## config.mk

```make
export PLATFORM = sky130hd
export DESIGN_NAME = crc_engine
export DESIGN_NICKNAME = d
export VERILOG_FILES = /design/src/rtl/crc_engine_pkg.sv /design/src/rtl/crc_bit_step.sv /design/src/rtl/crc_engine_ctrl.sv /design/src/rtl/crc_engine_dp.sv /design/src/rtl/crc_engine.sv
export SDC_FILE = /design/constraint.sdc
export NUM_CORES = 1
export LEC_CHECK = 0
export BUFFER_PORTS_ARGS = -buffer_cell sky130_fd_sc_hd__buf_2
export CAP_MARGIN = 10
export CORE_MARGIN = 10
export CORE_UTILIZATION = 34
export DETAILED_ROUTE_END_ITERATION = 6
export HOLD_SLACK_MARGIN = 0.1
export PLACE_DENSITY_LB_ADDON = 0.08
export SYNTH_ARGS = -nofsm -noshare
export SYNTH_HDL_FRONTEND = slang
export SYNTH_SLANG_ARGS = --single-unit
```

## constraint.sdc

```tcl
create_clock -name clk -period 2.1 [get_ports clk]
set_input_delay 0.315 -clock clk [delete_from_list [all_inputs] [get_ports clk]]
set_output_delay 0.315 -clock clk [all_outputs]
set_load 0.02 [all_outputs]
```

## src/rtl/crc_engine_pkg.sv

```systemverilog
package crc_engine_pkg;

  // Strobes from the control to the datapath
  typedef struct packed {
    logic load;     // register takes a new value this edge
    logic preset;   // seed from the preset value instead of the register
    logic useBeat;  // fold the beat into the seed
    logic wide;     // eight-bit beat
  } crcCtrl_t;

  localparam int unsigned BEAT_BITS = 8;

endpackage

```

## src/rtl/crc_bit_step.sv

```systemverilog
module crc_bit_step #(
  parameter int unsigned CRC_W = 16,
  parameter logic [CRC_W-1:0] GEN_POLY = 16'h1021
) (
  input  logic [CRC_W-1:0] stateIn,
  input  logic             dataBit,
  output logic [CRC_W-1:0] stateOut
);
  logic feedback;
  logic [CRC_W-1:0] shifted;

  always_comb begin
    feedback = stateIn[CRC_W-1] ^ dataBit;
    shifted  = {stateIn[CRC_W-2:0], 1'b0};
    stateOut = feedback ? (shifted ^ GEN_POLY) : shifted;
  end
endmodule

```

## src/rtl/crc_engine_ctrl.sv

```systemverilog
module crc_engine_ctrl
  import crc_engine_pkg::*;
(
  input  logic     frameStart,
  input  logic     beatValid,
  input  logic     byteMode,
  output crcCtrl_t ctrl
);
  always_comb begin
    ctrl.load    = frameStart | beatValid;
    ctrl.preset  = frameStart;
    ctrl.useBeat = beatValid;
    ctrl.wide    = byteMode;
  end
endmodule

```

## src/rtl/crc_engine_dp.sv

```systemverilog
module crc_engine_dp
  import crc_engine_pkg::*;
#(
  parameter int unsigned CRC_W = 16,
  parameter logic [CRC_W-1:0] GEN_POLY = 16'h1021,
  parameter logic [CRC_W-1:0] INIT_VAL = 16'hFFFF,
  parameter logic [CRC_W-1:0] RESIDUE  = 16'h0000
) (
  input  logic                 clk,
  input  logic                 rst,
  input  crcCtrl_t             ctrl,
  input  logic [BEAT_BITS-1:0] dataIn,
  output logic [CRC_W-1:0]     crcOut,
  output logic                 crcMatch
);
  logic [CRC_W-1:0] crcReg;
  logic             matchReg;
  logic [CRC_W-1:0] seed;
  logic [CRC_W-1:0] nextVal;
  logic [CRC_W-1:0] chain [BEAT_BITS+1];

  assign seed     = ctrl.preset ? INIT_VAL : crcReg;
  assign chain[0] = seed;

  // Stage k consumes dataIn[7-k]; serial beats use only stage 0.
  for (genvar k = 0; k < BEAT_BITS; k++) begin : g_stage
    crc_bit_step #(.CRC_W(CRC_W), .GEN_POLY(GEN_POLY)) u_step (
      .stateIn (chain[k]),
      .dataBit (dataIn[BEAT_BITS-1-k]),
      .stateOut(chain[k+1])
    );
  end

  always_comb begin
    if (!ctrl.useBeat)  nextVal = seed;
    else if (ctrl.wide) nextVal = chain[BEAT_BITS];
    else                nextVal = chain[1];
  end

  always_ff @(posedge clk) begin
    if (rst) begin
      crcReg   <= INIT_VAL;
      matchReg <= 1'b0;
    end else if (ctrl.load) begin
      crcReg   <= nextVal;
      matchReg <= (nextVal == RESIDUE);
    end
  end

  assign crcOut   = crcReg;
  assign crcMatch = matchReg;
endmodule

```

## src/rtl/crc_engine.sv

```systemverilog
module crc_engine
  import crc_engine_pkg::*;
#(
  parameter int unsigned CRC_W = 16,
  parameter logic [CRC_W-1:0] GEN_POLY = 16'h1021,
  parameter logic [CRC_W-1:0] INIT_VAL = 16'hFFFF,
  parameter logic [CRC_W-1:0] RESIDUE  = 16'h0000
) (
  input  logic             clk,
  input  logic             rst,
  input  logic             frameStart,
  input  logic             beatValid,
  input  logic             byteMode,
  input  logic [7:0]       dataIn,
  output logic [CRC_W-1:0] crcOut,
  output logic             crcMatch
);
  crcCtrl_t ctrl;

  crc_engine_ctrl u_ctrl (
    .frameStart(frameStart),
    .beatValid (beatValid),
    .byteMode  (byteMode),
    .ctrl      (ctrl)
  );

  crc_engine_dp #(
    .CRC_W(CRC_W), .GEN_POLY(GEN_POLY), .INIT_VAL(INIT_VAL), .RESIDUE(RESIDUE)
  ) u_dp (
    .clk     (clk),
    .rst     (rst),
    .ctrl    (ctrl),
    .dataIn  (dataIn),
    .crcOut  (crcOut),
    .crcMatch(crcMatch)
  );
endmodule

```

Word level (Yosys, flattened, before mapping)
Cells that the tools add are included.

word-level totals
  word-level logic and storage cells = 31
  input bits = 13
  bits in registers = 17
  output and inout port bits = 17

operators by class
  bitwise operators = 17
  reduce and logical (&&, ||, !) cells = 1
  mux-type cells = 11

operators with widths
  cell               number
  $mux W13           8
  $mux W16           3
  $not A3 Y3         8
  $logic_not A16 Y1  1
  $xor A1 B1 Y1      8
  $or A1 B1 Y1       1

Longest topological paths before layout
Gate-level depths: netlist (run 1).

  depth in word-level cells = 20
  gate-level depth with buffers = 9
  mapped depth without buffers = 7

Cells and area by module
Synthesis (run 1) repeated with hierarchy kept, for this count alone.

second synthesis, totals
  cells, all modules = 274
  area total of the unflattened synthesis = 2,451.1 sq um

modules (own cells, without submodules)
  module           cells each  instances  sequential area each (sq um)  area each (sq um)
  crc_bit_step     17          8          0.0                           161.4
  crc_engine_dp    134         1          340.3                         1,131.1
  crc_engine_ctrl  4           1          0.0                           28.8

Worst setup path after synthesis (run 1)
OpenSTA, ideal clock, no wires.

  path kind = reg-to-reg
  from = reg u_dp.crcReg[13], in the netlist u_dp.crcOut[13]
  to = reg u_dp.matchReg, in the netlist u_dp.crcMatch
  cell stages (with the launch flop) = 9
  buffers on the path = 1
  library setup time = 0.057 ns
  data arrival time = 2.050 ns
  period minus slack after synthesis = 2.107 ns
  path slack = -0.007 ns
  data required time = 2.043 ns
  cell sequence = dfxtp_1 buf_6 xor3_1 or4_1 o211ai_2 a21boi_1 o2111ai_1 nor4_1 a21o_1

on the way
  longest elaborated chain between the ends = 12
  elaborated cells on any way between the ends = 13
  those cells by class = 9 x mux; 3 x bitwise; 1 x reduce/logical

RTL lines
  element                      line                 RTL
  from (decl)                  crc_engine_dp.sv:16  logic [CRC_W-1:0] crcReg;
  from (signal assigned)       crc_engine_dp.sv:45  crcReg <= nextVal;
  $mux W16 *                   crc_engine_dp.sv:22  assign seed = ctrl.preset ? INIT_VAL : crcReg;
  $xor A1 B1 Y1                crc_bit_step.sv:13   feedback = stateIn[CRC_W-1] ^ dataBit;
  $mux W13 (5 in series)       crc_bit_step.sv:15   stateOut = feedback ? (shifted ^ GEN_POLY) : shifted;
  $not A3 Y3 (no source line)  --
  $mux W13                     crc_bit_step.sv:15
  $mux W16                     crc_engine_dp.sv:36  else if (ctrl.wide) nextVal = chain[BEAT_BITS];
  $mux W16 *                   crc_engine_dp.sv:35  if (!ctrl.useBeat) nextVal = seed;
  $logic_not A16 Y1 *          crc_engine_dp.sv:46  matchReg <= (nextVal == RESIDUE);
  to (signal assigned)         crc_engine_dp.sv:46
  to (decl)                    crc_engine_dp.sv:17  logic matchReg;

Mark *: on every way between the ends. The rest lies on a longest branch, timed or not.
A chain may end at the register's enable or synchronous reset.

Worst setup path after layout (run 1)
Ends and elaborated chain as after synthesis.

==> flow_summary.ini, run 1 <==
[status]
status = completed

[global_route]
grt-ovfl-total = 0
grt_pass1_vias = 1600
track_usage = 0.136
antenna_found_initial = 0
grt_max_degree = 19
grt_first_pass_wirelength_um = 8030

[placed_design]
io_buffers = 29
gp_congestion = 0.895
dpl.cell_count = 284
hpwl_um = 3930

[route]
vias_per_cell = 5.48
ant_nets = 0
drt-met1-wl_um = 2230
drt_iter0_drc = 198
drc = 0
wl_per_cell_um = 17.1
wl_met2_um = 2280
wl_um = 4920
drtPass1Iterations = 4
num_vias = 1577
top_layer_used = met4
wl_met3_um = 334

[critical_path]
crit_fanout = 2
critPathLaunch = u_dp.crcOut[13]
crit_type = reg -> reg
critical_path_arrival_ns = 2.18
crit_path_end_kind = flip-flop
worst_setup_path_start_kind = flip-flop
regToRegStartpoint = u_dp.crcOut[13]
crit_required_ns = 2.32

[timing]
finalSetupTns_ns = 0
maxSlewViolCount = 0
maxSlewHeadroom = 0.736
hold_violations = 0
finalClockSkew_ns = 0.00649
setup_viol = 0
fmax_ghz = 0.511
fin_crit_sh = 0.933
worst_pin_slew_ns = 0.395
rsz0062_at_grt = false
fin_crit_ns = 1.96

[floorplanning]
die-area_um2 = 7230
die-width_um = 85.0
start_util = 0.354
boundaryPins = 30
die_y_um = 85.0
core_um2 = 4060
row_count = 23

[synth]
synth_ff_type = dfxtp_1
ys_async_sr_fraction = 0
yosysWarningCount = 0
ys_ff_latch = 17
synth_area_um2 = 1440
yosysSeqAreaShare = 0.237
synth.distinct_cells = 50
synthesis.nets = 211
avgSynthCellArea_um2 = 7.26
synth_cells = 198
synth_edf_count = 0

[finish]
layout.cells.non_filler = 288
syn2layout_area_growth_pct = 24.4
final_common_cell = nor2_1
nNetsFinal = 252
diodes = 0
final_cell_mix = 40 x nor2_1, 29 x buf_2, 23 x buf_4, 16 x xnor2_1, 16 x dfxtp_1
drive_gt1_frac = 0.269

[clock_network]
clock_latency_ns = 0.27
cts_root_buf = clkbuf_8
ctsResizeCount = 0
h-tree-depth = 1
cts_tree = yes
hold_buffers = 0
clk_path_buf_depth = 2
numCtsBuffers = 3
clk_pin_slew_ns = 0.08
cts_setup_buffers = 0
clkSinkCount = 17

[power_and_ir_drop]
power_density_nw_per_um2 = 558
peakVddDrop_mv = 0.276
p_leak_nw = 0.697
total_power_mw = 0.997

[run]
cap_violations = 0

[worst_hold_path]
worst_hold_path_type = in -> reg
worstHoldStart = rst
==> worst max-delay path, cell delays in order, from the launching register on <==
cell,delay (ns)
dfxtp_2,0.33
xor3_1,0.40
or4_1,0.42
o211ai_2,0.10
a21boi_1,0.17
o2111ai_1,0.13
nor4_1,0.21
a21o_1,0.14
==> synth_stat cells, types with 3 or more instances <==
| library cell | count | share of area |
|---|---|---|
| or2_1 | 3 | 0.013 |
| o22ai_1 | 4 | 0.017 |
| o211ai_1 | 4 | 0.021 |
| nor2_1 | 40 | 0.10 |
| o31ai_1 | 3 | 0.016 |
| o21ai_0 | 8 | 0.028 |
| xnor2_1 | 16 | 0.097 |
| clkbuf_1 | 11 | 0.029 |
| xor2_1 | 7 | 0.043 |
| nand2_1 | 12 | 0.031 |
| dfxtp_1 | 17 | 0.24 |
| nor4_1 | 3 | 0.013 |
| nor3_1 | 8 | 0.028 |
| nand2b_1 | 3 | 0.013 |
| a21oi_1 | 11 | 0.038 |
==> per-layer routing <==
| layer | GRT usage | vias to the layer above |
|---|---|---|
| met5 | 0 | - |
| met4 | 0.0449 | 0 |
| met3 | 0.0296 | 9 |
| met2 | 0.217 | 61 |
| met1 | 0.174 | 724 |
| li1 | - | 783 |
==> stage by stage <==
step	worst slack (ns)	util	hold WS, ns	area, um^2
finish	0.141	0.441	0.478	1790
global route	0.0352	0.441	0.479	1790
CTS	0.133	0.441	0.479	1790
detailed placement	0.0747	0.429	0.593	1740
global placement	0.0885	0.429	0.592	1740
floorplan	0.0742	-	0.483	1440
==> area by class of cell <==
cell class                 instances  area (um^2)
inverter                           3         11.3
clock buffer                       3         41.3
tap                               50         62.6
timing repair buffer              52          318
fill                             433         2270
clock inverter                     1         5.00
sequential                        17          342
multi-input combinational        162         1010
==> state kept, by name, summed over array words and instances, names as in the netlist <==
register,flops
u_dp.crcOut,16
u_dp.crcMatch,1
==> final timing paths <==
path | endpoint | slack, ns | cells after the start
setup / recovery | u_dp.crcMatch | 0.14 | 7
hold / removal | u_dp.crcOut[6] | 0.48 | 3
setup reg to reg | u_dp.crcMatch | 0.14 | 7
hold reg to reg | u_dp.crcOut[4] | 0.60 | 2
==> power by group <==
part	total [mW]	internal (mW)	switching (mW)
logic	0.362	0.154	0.207
clock network	0.268	0.132	0.135
registers	0.367	0.342	0.0249
total	0.997	0.629	0.368
==> cells by family after synthesis <==
| group | synth area share |
|---|---|
| compound gates | 0.253 |
| xor+xnor | 0.168 |
| buf+inv | 0.0618 |
| flops | 0.237 |
| simple gates | 0.280 |
(Power assumes the default switching activity.)
==> inputs of run 2 (changes only) <==
--- a/config.mk
+++ b/config.mk
@@ -6,12 +6,12 @@
 export NUM_CORES = 1
 export LEC_CHECK = 0
 export BUFFER_PORTS_ARGS = -buffer_cell sky130_fd_sc_hd__buf_2
-export CAP_MARGIN = 10
+export CAP_MARGIN = 20
 export CORE_MARGIN = 10
-export CORE_UTILIZATION = 34
+export CORE_UTILIZATION = 54
 export DETAILED_ROUTE_END_ITERATION = 6
 export HOLD_SLACK_MARGIN = 0.1
-export PLACE_DENSITY_LB_ADDON = 0.08
+export PLACE_DENSITY = 0.82
 export SYNTH_ARGS = -nofsm -noshare
 export SYNTH_HDL_FRONTEND = slang
 export SYNTH_SLANG_ARGS = --single-unit
==> flow_summary.ini, run 2 (synthesized netlist as in run 1, its figures left out) <==
[status]
status = completed

[route]
wl_um = 4610
ant_nets = 0
num_vias = 1655
drc = 0
drt_iter0_drc = 200
vias_per_cell = 6.27
wl_per_cell_um = 17.4
drtPass1Iterations = 5

[power_and_ir_drop]
power_density_nw_per_um2 = 527
total_power_mw = 0.911
p_leak_nw = 0.674
peakVddDrop_mv = 0.455

[critical_path]
r2r_cells = 7
critical_path_arrival_ns = 2.26
crit_type = reg -> reg
path_cells = xor2_1 -> nand3_1 -> nand2_1 -> nor2_1 -> nand3b_1 -> a311oi_1 -> a21o_1
regToRegStartpoint = u_dp.crcOut[12]
crit_fanout = 7
crit_family = compound AO/OA/AOI/OAI gates
crit_buf_inv = 0
crit_path_max_incr_delay_ns = 0.51
crit_path_end_kind = flip-flop
worst_setup_path_start_kind = flip-flop
cpMaxStageDelayCell = dfxtp_1
critPathLaunch = u_dp.crcOut[12]
critical_path_depth = 7
crit_required_ns = 2.35

[finish]
final_cell_mix = 40 x nor2_1, 29 x buf_2, 19 x buf_4, 15 x xnor2_1, 15 x dfxtp_1
diodes = 0
seq_area_um2 = 343
nFillCells = 230
largest_reg_flops = 16
drive_gt1_frac = 0.269
multi_input_area_um2 = 1020
fin_area_um2 = 1730
final_common_cell = nor2_1
syn2layout_area_growth_pct = 20.3
nNetsFinal = 248

[floorplanning]
row_count = 18
die_y_um = 71.6
die-width_um = 71.6
start_util = 0.575
boundaryPins = 30
core_um2 = 2500
die-area_um2 = 5130

[global_route]
track_usage = 0.174
grt_max_degree = 15
grt_first_pass_wirelength_um = 7440
grt-ovfl-total = 0
antenna_found_initial = 0
grt_pass1_vias = 1591

[timing]
maxSlewHeadroom = 0.632
finalSetupTns_ns = 0
fin_crit_sh = 0.960
hold_violations = 0
setup_viol = 0
worst_pin_slew_ns = 0.551
fmax_ghz = 0.496
maxSlewViolCount = 0
fin_ws_ns = 0.0841
fin_crit_ns = 2.02
timing.hold.ws_ns = 0.431
finalClockSkew_ns = 0.0116
rsz0062_at_grt = false

[placed_design]
io_buffers = 29
hpwl_um = 3620
gp_congestion = 0.916
place_ws_ns = 0.0921
placed_area_um2 = 1690

[worst_hold_path]
worst_hold_path.num_cells = 3
worst_hold_path_type = in -> reg
worstHoldStart = dataIn[6]

[clock_network]
clk_path_buf_depth = 2
clk_pin_slew_ns = 0.11
numCtsBuffers = 3
clock_latency_ns = 0.30
cts_setup_buffers = 0
clkSinkCount = 17
h-tree-depth = 1
cts_tree = yes
cts_root_buf = clkbuf_4

[run]
cap_violations = 0
## run 2: final cells by class
type | instances | area share
Clock buffer | 4 | 0.0152
Inverter | 3 | 0.00651
Sequential cell | 17 | 0.198
Timing Repair Buffer | 48 | 0.166
Tap cell | 30 | 0.0217
Multi-Input combinational cell | 162 | 0.592
## run 2: where the power goes
part	internal [mW]	switching, mW
clock	0.0741	0.113
sequential	0.343	0.0257
combinational	0.148	0.206
total	0.565	0.346
## run 2: final timing paths
| check | slack (ns) | endpoint |
|---|---|---|
| worst max-delay path | 0.08 | u_dp.crcMatch |
| worst min-delay path | 0.43 | u_dp.crcOut[11] |
| worst max register to register | 0.08 | u_dp.crcMatch |
| worst min register to register | 0.63 | u_dp.crcOut[4] |
## run 2: metal layers
metal / vias to the layer above / GRT usage / part of all wire
met5: - / 0 / 0
met4: 0 / 0.0774 / 0.027
met2: 118 / 0.278 / 0.45
met3: 21 / 0.0427 / 0.12
met1: 742 / 0.215 / 0.40
li1: 774 / - / -
## run 2: tightest hold or removal path: stages
cell and delay [ns]:
buf_2 0.13, o32ai_1 0.16, nand2_1 0.10
## run 2: per-stage QoR
stage / util / instances
after CTS: 0.685 / 264
after global routing: 0.692 / 264
after floorplan: - / 198
after global placement: 0.675 / 260
after detailed placement: 0.675 / 260
final: 0.692 / 264
## run 2: what timing repair did
action	CTS	global route
resized for setup	0	4
endpoints found under the setup margin	0	1
hold buffers	0	0
==> inputs of run 3 (changes only) <==
--- a/config.mk
+++ b/config.mk
@@ -8,10 +8,11 @@
 export BUFFER_PORTS_ARGS = -buffer_cell sky130_fd_sc_hd__buf_2
 export CAP_MARGIN = 20
 export CORE_MARGIN = 10
-export CORE_UTILIZATION = 54
+export CORE_UTILIZATION = 60
 export DETAILED_ROUTE_END_ITERATION = 6
 export HOLD_SLACK_MARGIN = 0.1
-export PLACE_DENSITY = 0.82
+export PLACE_DENSITY = 0.85
 export SYNTH_ARGS = -nofsm -noshare
 export SYNTH_HDL_FRONTEND = slang
+export SYNTH_HIERARCHICAL = 1
 export SYNTH_SLANG_ARGS = --single-unit
==> flow_summary.ini, run 3 <==
[status]
status = complete, but fails checks
violations = negative setup slack

[floorplanning]
die-area_um2 = 7040
core_um2 = 3970
die-width_um = 83.9
boundaryPins = 30
row_count = 23
start_util = 0.617
die_y_um = 83.9

[timing]
worst_pin_slew_ns = 0.385
fmax_ghz = 0.453
setup_viol = 2
hold_violations = 0
finalSetupTns_ns = -0.157
fin_ws_ns = -0.109
fin_crit_ns = 2.21
finalClockSkew_ns = 0.00384
timing.hold.ws_ns = 0.443
maxSlewViolCount = 0
rsz0062_at_grt = true
fin_crit_sh = 1.05
maxSlewHeadroom = 0.743

[finish]
final_cell_mix = 34 x buf_4, 29 x buf_2, 17 x dfxtp_1, 16 x mux2i_1
fin_area_um2 = 2080
drive_gt1_frac = 0.435
syn2layout_area_growth_pct = -15.1
layout.cells.non_filler = 264
nFillCells = 358
utilization = 0.524
largest_reg_flops = 16
nNetsFinal = 228
final_common_cell = buf_4
diodes = 0

[synth]
synthesis.nets = 287
avgSynthCellArea_um2 = 8.95
yosysTopAreaCell = buf_4
synth_edf_count = 0
ys_async_sr_fraction = 0
synthTopCellsByCount = 116 x buf_4, 17 x dfxtp_1, 17 x or2_2
synth_cells = 274
synthTopCellsByArea = buf_4 36%, xor3_1 16%, dfxtp_1 14%, mux2i_1 6.5%, a211o_1 5.0%
synth.distinct_cells = 24
ys_ff_latch = 17
synth_area_um2 = 2450
synth_top_area_frac = 0.355
yosysWarningCount = 6
yosysSeqAreaShare = 0.139
synth.most_common_cell = buf_4
synth_ff_type = dfxtp_1

[critical_path]
crit_type = reg -> reg
r2r-end = u_dp/crcMatch
regToRegStartpoint = u_dp/crcOut[4]
crit_path_end_kind = flip-flop
worst_setup_path_start_kind = flip-flop
crit_fanout = 2
crit_required_ns = 2.29
reg2reg_slack_ns = -0.11
cpMaxStageDelayCell = xor3_1
path_cells = or2_4 -> xor3_1 -> xor3_1 -> mux2i_1 -> a21oi_1 -> nor4_2 -> nand4_1 -> a21oi_1
crit_buf_inv = 0
crit_family = XOR/XNOR gates
critical_path_arrival_ns = 2.40
crit_path_max_incr_delay_ns = 0.40
r2r_cells = 8

[placed_design]
hpwl_um = 3460
gp_congestion = 0.847
io_buffers = 29
dpl.cell_count = 259
placed_area_um2 = 2000

[worst_hold_path]
worst_hold_path_type = in -> reg
hold_path_end = u_dp/crcMatch
worst_hold_path.num_cells = 2
worstHoldStart = rst

[route]
vias_per_cell = 5.24
drt_iter0_drc = 83
drc = 0
ant_nets = 0
wl_um = 4430
wl_per_cell_um = 16.8
drtPass1Iterations = 4
num_vias = 1384

[clock_network]
clkSinkCount = 17
cts_root_buf = clkbuf_8
numCtsBuffers = 3
cts_tree = yes
clk_path_buf_depth = 2
clk_pin_slew_ns = 0.07
clock_latency_ns = 0.26
h-tree-depth = 1

[global_route]
grt_max_degree = 33
grt-ovfl-total = 0
grt_pass1_vias = 1462
grt_first_pass_wirelength_um = 7350
antenna_found_initial = 0
track_usage = 0.124

[power_and_ir_drop]
peakVddDrop_mv = 0.334
p_leak_nw = 1.01
power_density_nw_per_um2 = 555

[run]
cap_violations = 0
[run 3: changes by cell type in the layout (fill, tap and decap cells not counted), moves of 7 or more]
cell,change
nor3_1,+7
nand2_1,-12
xnor2_1,-15
a211o_1,+14
o21ai_0,-8
xor3_1,+11
or2_2,+7
buf_4,+15
nor2_1,-40
or2_4,+8
mux2i_1,+16
nor2b_1,+15
[run 3: final cells by class]
cell class	instances	area [um^2]	area share
clock buffers	3	41.3	0.0198
repair buffers	64	420	0.202
clock inverters	1	5.00	0.00241
flip-flops and latches	17	340	0.164
multi-input cells	128	1210	0.580
well taps	50	62.6	0.0301
inverters	1	3.75	0.00180
[run 3: worst max path at each step]
stage,start,end,slack [ns],cells past startpoint
floorplan,frameStart,u_dp/crcMatch,-0.83,18
global placement,frameStart,u_dp/crcMatch,-0.43,9
detailed placement,frameStart,u_dp/crcMatch,-0.48,10
CTS,u_dp/crcOut[15],u_dp/crcMatch,-0.08,8
global route,u_dp/crcOut[4],u_dp/crcMatch,-0.20,8
finish,u_dp/crcOut[4],u_dp/crcMatch,-0.11,8
[run 3: repair_timing]
action	in CTS	in global routing
setup buffers	1	0
pin swaps	2	1
hold buffers	0	0
setup endpoints to repair	1	4
resized for setup	3	4
[run 3: logic make-up after synthesis]
kind of cell    count (synthesis)  synth area share
mux                            16            0.0653
simple gates                   54             0.130
flops                          17             0.139
buf+inv                       129             0.386
compound gates                 34            0.0960
xor+xnor                       24             0.184
[run 3: metrics by stage]
stage / setup slack, ns / total power [mW]
floorplan: -0.828 / 1.16
global placement: -0.430 / 0.877
detailed placement: -0.481 / 0.887
CTS: -0.0770 / 1.16
global route: -0.196 / 1.22
finish: -0.109 / 1.16
[run 3: layer usage]
layer,vias to the layer above,part of all wire,global-route usage
met2,42,0.49,0.214
li1,684,-,-
met1,652,0.45,0.148
met3,6,0.044,0.0225
met5,-,0,0
met4,0,0.015,0.0426
[run 3: worst register-to-register path, cell delays in order, from the launching register on]
cell,delay (ns)
dfxtp_1,0.32
or2_4,0.23
xor3_1,0.40
xor3_1,0.39
mux2i_1,0.18
a21oi_1,0.12
nor4_2,0.21
nand4_1,0.13
a21oi_1,0.15
[run 3: power by group]
| part | internal, mW | switching (mW) | total [mW] |
|---|---|---|---|
| logic | 0.291 | 0.237 | 0.527 |
| clock network | 0.132 | 0.128 | 0.260 |
| registers | 0.349 | 0.0198 | 0.369 |
